## src/rtl/auto_reseed_sched.sv

```systemverilog
module auto_reseed_sched #(
  parameter int CNT_W = 16
) (
  input  logic             clk,
  input  logic             rst_n,
  input  logic             use_wr,
  input  logic [CNT_W-1:0] use_val,
  input  logic             age_wr,
  input  logic [CNT_W-1:0] age_val,
  input  logic             gen_done,
  input  logic             tick,
  input  logic             reseed_done,
  output logic             reseed_req
);

  localparam logic [CNT_W-1:0] ONE = CNT_W'(1);

  logic [CNT_W-1:0] use_rld, age_rld, use_cnt, age_cnt;
  logic             busy;

  wire use_step = gen_done && !busy && !reseed_done && !use_wr && use_cnt != '0;
  wire age_step = tick     && !busy && !reseed_done && !age_wr && age_cnt != '0;
  wire fire     = (use_step && use_cnt == ONE) || (age_step && age_cnt == ONE);

  always_ff @(posedge clk or negedge rst_n) begin
    if (!rst_n) begin
      use_rld <= '0;
      age_rld <= '0;
    end else begin
      if (use_wr) use_rld <= use_val;
      if (age_wr) age_rld <= age_val;
    end
  end

  always_ff @(posedge clk or negedge rst_n) begin
    if (!rst_n)           use_cnt <= '0;
    else if (use_wr)      use_cnt <= use_val;
    else if (reseed_done) use_cnt <= use_rld;
    else if (use_step)    use_cnt <= use_cnt - ONE;
  end

  always_ff @(posedge clk or negedge rst_n) begin
    if (!rst_n)           age_cnt <= '0;
    else if (age_wr)      age_cnt <= age_val;
    else if (reseed_done) age_cnt <= age_rld;
    else if (age_step)    age_cnt <= age_cnt - ONE;
  end

  always_ff @(posedge clk or negedge rst_n) begin
    if (!rst_n) begin
      busy       <= 1'b0;
      reseed_req <= 1'b0;
    end else begin
      reseed_req <= fire;
      if (reseed_done) busy <= 1'b0;
      else if (fire)   busy <= 1'b1;
    end
  end

endmodule


```

## config.mk

```make
export PLATFORM = sky130hd
export DESIGN_NAME = auto_reseed_sched
export DESIGN_NICKNAME = d
export VERILOG_FILES = /design/src/rtl/auto_reseed_sched.sv
export SDC_FILE = /design/constraint.sdc
export NUM_CORES = 1
export LEC_CHECK = 0
export BUFFER_PORTS_ARGS = -buffer_cell sky130_fd_sc_hd__clkbuf_2
export CORE_MARGIN = 2
export CORE_UTILIZATION = 50
export DETAILED_ROUTE_END_ITERATION = 12
export GPL_ROUTABILITY_DRIVEN = 0
export PLACE_DENSITY = 0.72
export SYNTH_ARGS = -nofsm -noshare
export SYNTH_HDL_FRONTEND = slang
export SYNTH_SLANG_ARGS = --single-unit
```

## constraint.sdc

```tcl
create_clock -name clk -period 2.3 [get_ports clk]
set_input_delay 0.345 -clock clk [delete_from_list [all_inputs] [get_ports clk]]
set_output_delay 0.345 -clock clk [all_outputs]
set_load 0.01 [all_outputs]
```

# Word-level counts from Yosys, hierarchy flattened
# Index checks and enable logic that the tools add are counted.
[totals]
out_inout_bits = 1
ff_bits = 66
input_bits = 39
[classes]
eq_ne = 2
reduce_logical = 20
mux = 8
addsub = 2
[op_table]
columns = ["operator", "n"]
rows = [
  ["two-way mux 16 bit", 6],
  ["equality test 16 x 1 -> 1 bit, second input constant", 2],
  ["nonzero test 16 bit", 2],
  ["subtractor 16 x 1 -> 16 bit, second input constant", 2],
  ["logical AND 1 bit", 10],
  ["nonzero test 3 bit", 2],
  ["zero test 1 bit", 4],
  ["two-way mux 1 bit", 2],
  ["nonzero test 2 bit", 1],
  ["logical OR 1 bit", 1],
]

# Longest topological paths before layout
[logic_depth]
depth_word = 9
ltp_mapped = 8

# Least setup slack after synthesis
# No wires, ideal clock.
[synth_timing]
kind = "register to register"
startpoint = "reg use_cnt[4]"
endpoint = "reg use_cnt[15]"
t_required_ns = 2.223
t_arrival_ns = 1.947
period_less_slack_ns = 2.024
path_stages_with_launch = 8
setup_ns = 0.077
setup_slack_ns = 0.276
cell_sequence = "dfrtp_1 > buf_6 > or4_4 > or2_1 > buf_6 > o31a_1 > or3_1 > a21oi_1"
[synth_via]
elab_chain_len = 4
[synth_lines]
columns = ["element", "line_no", "rtl"]
rows = [
  ["start: declaration", "18", "logic [CNT_W-1:0] use_rld, age_rld, use_cnt, age_cnt;"],
  ["start signal: assignment", "37", "else if (use_wr) use_cnt <= use_val;"],
  ["start signal: assignment", "38", "else if (reseed_done) use_cnt <= use_rld;"],
  ["start signal: assignment", "39", "else if (use_step) use_cnt <= use_cnt - ONE;"],
  ["subtractor 16 x 1 -> 16 bit", "39", ""],
  ["two-way mux 16 bit", "39", ""],
  ["two-way mux 16 bit", "38", ""],
  ["two-way mux 16 bit", "37", ""],
]
# Parallel ways exist; a longest one is shown, timed or not. The select of a mux whose other input is x is not followed.
# A chain may end at the register's enable or synchronous reset.

# Final worst setup path
[layout_timing]
startpoint = "reg use_cnt[4]"
endpoint = "reg use_cnt[13]"
# Same word-level chain as after synthesis.

==> results_dict.tcl <==
set metrics [dict create \
    outcome "finished, final reports clean" \
    syn_to_final_growth_pct 14.38 \
    fillCellCount 667 \
    startpoint "use_cnt[4]$_DFFE_PN0P_" \
    worst-path-buf-inv 0 \
    seqPwrFrac 0.504 \
    min_path_type "primary input to flop" \
    vias_per_cell 5.805 \
    ioPinCount 40 \
    drv_cap 0 \
    crit_required_ns 2.51 \
    seq_area_frac_synth 0.4444 \
    setup_viol 0 \
    placed_area_sq_um 4046 \
    initial_core_util 0.5151 \
    wl_per_cell_um 15.42 \
    drc 0 \
    core_area_sq_um 7214 \
    cpMaxStageDelayCell "or4_4" \
    min_period_ns 2.183 \
    startpoint_type "flop" \
    worstSetupPathType "flop to flop" \
    final_hold_viol_count 0 \
    finalSetupTns_ns 0 \
    synth_nets 451 \
    finalClockSkew_ns 0.01070 \
    track_usage 0.2209 \
    yosysWarnings 0 \
    final_nets 492 \
    cts_sinks 66 \
    grt_max_degree 51 \
    synth_edf_count 0 \
    cpPeakStageDelay_ns 0.53 \
    clkPwrFrac 0.306 \
    period_share 0.9493 \
    syn_inst 408 \
    synth-compound-area-share 0.2327 \
    drive_gt1_frac 0.2291 \
    synth_fa_ha_area_frac 0.01347 \
    drv_slew 0 \
    post-place-cells 535 \
    numCtsBuffers 9 \
    cts.clk_slew.worst_paths_ns 0.08 \
    die_h_um 90.21 \
    worstPathMaxFanout 9 \
    ys_types 54 \
    ctsHtreeMaxLevel 3 \
    die_area_sq_um 8138 \
    antenna_found_initial 0 \
    synth_simple_gate_area_frac 0.1815 \
    avgSynthCellArea_sq_um 9.108 \
    numPortBuffers 39 \
    die_w_um 90.21 \
    power_density_nw_per_um2 665.0 \
    swShare 0.3080 \
    rows 31 \
    ir_worst_vdd_mv 0.3646 \
    cts_root_buffer "clkbuf_8" \
    grt_pass1_vias 3129 \
    cts_tree "done" \
    ant_nets 0 \
    tightest_slew_ns 0.5309 \
    synth_top_family_by_area "compound AO/OA/AOI/OAI gates" \
    internal_power_mw 1.956 \
    ys_seq_elements 66 \
    diodes 0 \
    first_iter_violations 164 \
    grt_pass1_wl_um 14550 \
    syn_area_sq_um 3716 \
    endpoint_kind "flop" \
    cts_buffer_depth 2 \
    ys.flop_type "dfrtp_1" \
    grt-ovfl-total 0 \
    muxShareOfSynthArea 0.06566 \
    p_sw_mw 0.8706 \
    p_leak_nw 1.794 \
    first_pass_iters 4 \
    clk_latency_ns 0.35 \
    vias 3210 \
    r2r_start "use_cnt[4]$_DFFE_PN0P_" \
    comb_power_share 0.190 \
    cp_common_cell "o21ai_0" \
    dp_hpwl_um 6128 \
    clock.fmax_mhz 458.0 \
    crit_family "simple AND/OR/NAND/NOR gates" \
    finalNonFillerCells 553 \
    fin_area_sq_um 4250 \
    path_cells "or4_4 -> or2_1 -> o41a_2 -> o21ai_0 -> o21ai_0" \
    synth-xor-area-share 0.009428 \
    hold_start "use_val[5]" \
    finalPower_mw 2.826 \
    slew-limit-headroom 0.6461 \
    async_flop_share 1.000 \
    arrival_ns 2.39 \
    wl_um 8529 \
]
[logic make-up (layout without fill, tap and decap cells)]
logic type,count (synthesis),after routing
AO/OA/AOI/OAI,140,140
XOR/XNOR,4,4
adder cells (fa/ha/maj),4,4
buffers and inverters,48,94
flip-flops,66,66
multiplexers,22,22
AND/OR/NAND/NOR,124,124
[synth_stat cells (all sizes together), types with 4 or more instances]
master | instances | area, sq um
nor4 | 9 | 71.32
o31ai | 7 | 52.55
a221oi | 7 | 61.31
nand2 | 39 | 146.4
nor2b | 5 | 31.28
clkbuf | 20 | 75.07
nand3 | 4 | 20.02
ha | 4 | 50.05
o21ai | 50 | 250.2
o22ai | 4 | 31.28
or4 | 5 | 45.04
xnor2 | 4 | 35.03
o21a | 7 | 52.55
mux2 | 19 | 214.0
buf | 6 | 38.78
nor3 | 8 | 40.04
a22oi | 6 | 45.04
nor2 | 25 | 93.84
dfrtp | 66 | 1652
a21o | 4 | 30.03
inv | 22 | 82.58
o211ai | 4 | 30.03
nor4b | 4 | 50.05
nand4 | 6 | 37.54
a21oi | 37 | 185.2
[power by group through the flow]
stage	combinational (mW)	clock (mW)	sequential [mW]
6_report	0.537	0.864	1.42
3_5_place_dp	0.535	0	1.44
5_1_grt	0.610	0.935	1.45
4_1_cts	0.539	0.880	1.42
2_1_floorplan	0.394	0	1.39
3_3_place_gp	0.521	0	1.43
[repair_timing]
| action | 4_1_cts | 5_1_grt |
|---|---|---|
| hold buffers | 1 | 0 |
| endpoints found under the hold margin | 21 | 0 |
| gates resized for setup | 0 | 4 |
| endpoints found under the setup margin | 0 | 11 |
| buffers inserted | 0 | 1 |
[worst register-to-register path, stage by stage, from the launching register on]
cell and delay, ns:
dfrtp_1 0.47, or4_4 0.53, or2_1 0.39, o41a_2 0.42
o21ai_0 0.13, o21ai_0 0.11
[through the flow]
stage / util / worst slack [ns] / hold slack, ns
2_1_floorplan: - / 0.2757 / 0.04941
3_3_place_gp: 0.5609 / 0.1734 / 0.3555
3_5_place_dp: 0.5609 / 0.03580 / 0.3589
4_1_cts: 0.5860 / 0.003666 / 0.2119
5_1_grt: 0.5891 / -0.01786 / 0.2119
6_report: 0.5891 / 0.1167 / 0.2207
[state kept, by name (all words and copies together), names as in the netlist]
signal and cells:
busy 1, age_cnt 16, reseed_req 1, use_rld 16, use_cnt 16, age_rld 16
[metal layers]
layer / GRT usage / routed length [um]
met3: 0.05868 / 343
met5: 0 / 0
met2: 0.3753 / 4293
met4: 0.07308 / 180
met1: 0.2738 / 3712
[final cells by class]
type | instances | area (sq um) | share of cell area
Multi-Input combinational cell | 294 | 1882 | 0.4427
Sequential cell | 66 | 1653 | 0.3889
Timing Repair Buffer | 56 | 337.8 | 0.07948
Clock buffer | 11 | 141.4 | 0.03326
Tap cell | 99 | 123.9 | 0.02914
Inverter | 22 | 82.58 | 0.01943
Clock inverter | 5 | 30.03 | 0.007065
[path summary, 6_finish.rpt]
kind	end	slack (ns)	depth (start not counted)
max	use_cnt[13]$_DFFE_PN0P_	0.12	5
min	use_rld[5]$_DFFE_PN0P_	0.22	2
max reg2reg	use_cnt[13]$_DFFE_PN0P_	0.12	5
min reg2reg	age_rld[6]$_DFFE_PN0P_	0.51	1
max in group asynchronous	age_cnt[0]$_DFFE_PN0P_	1.15	3
min in group asynchronous	use_rld[14]$_DFFE_PN0P_	0.51	2
[layout by cell type, fill, tap and decap left out, drive strengths merged, types with 9 or more instances in the layout]
master,instances
mux2,19
nand2,39
clkbuf,49
buf,17
nor4,9
a21oi,37
o21ai,50
inv,22
nor2,25
dfrtp,66
Note: power is estimated with default switching activity, not from simulation.
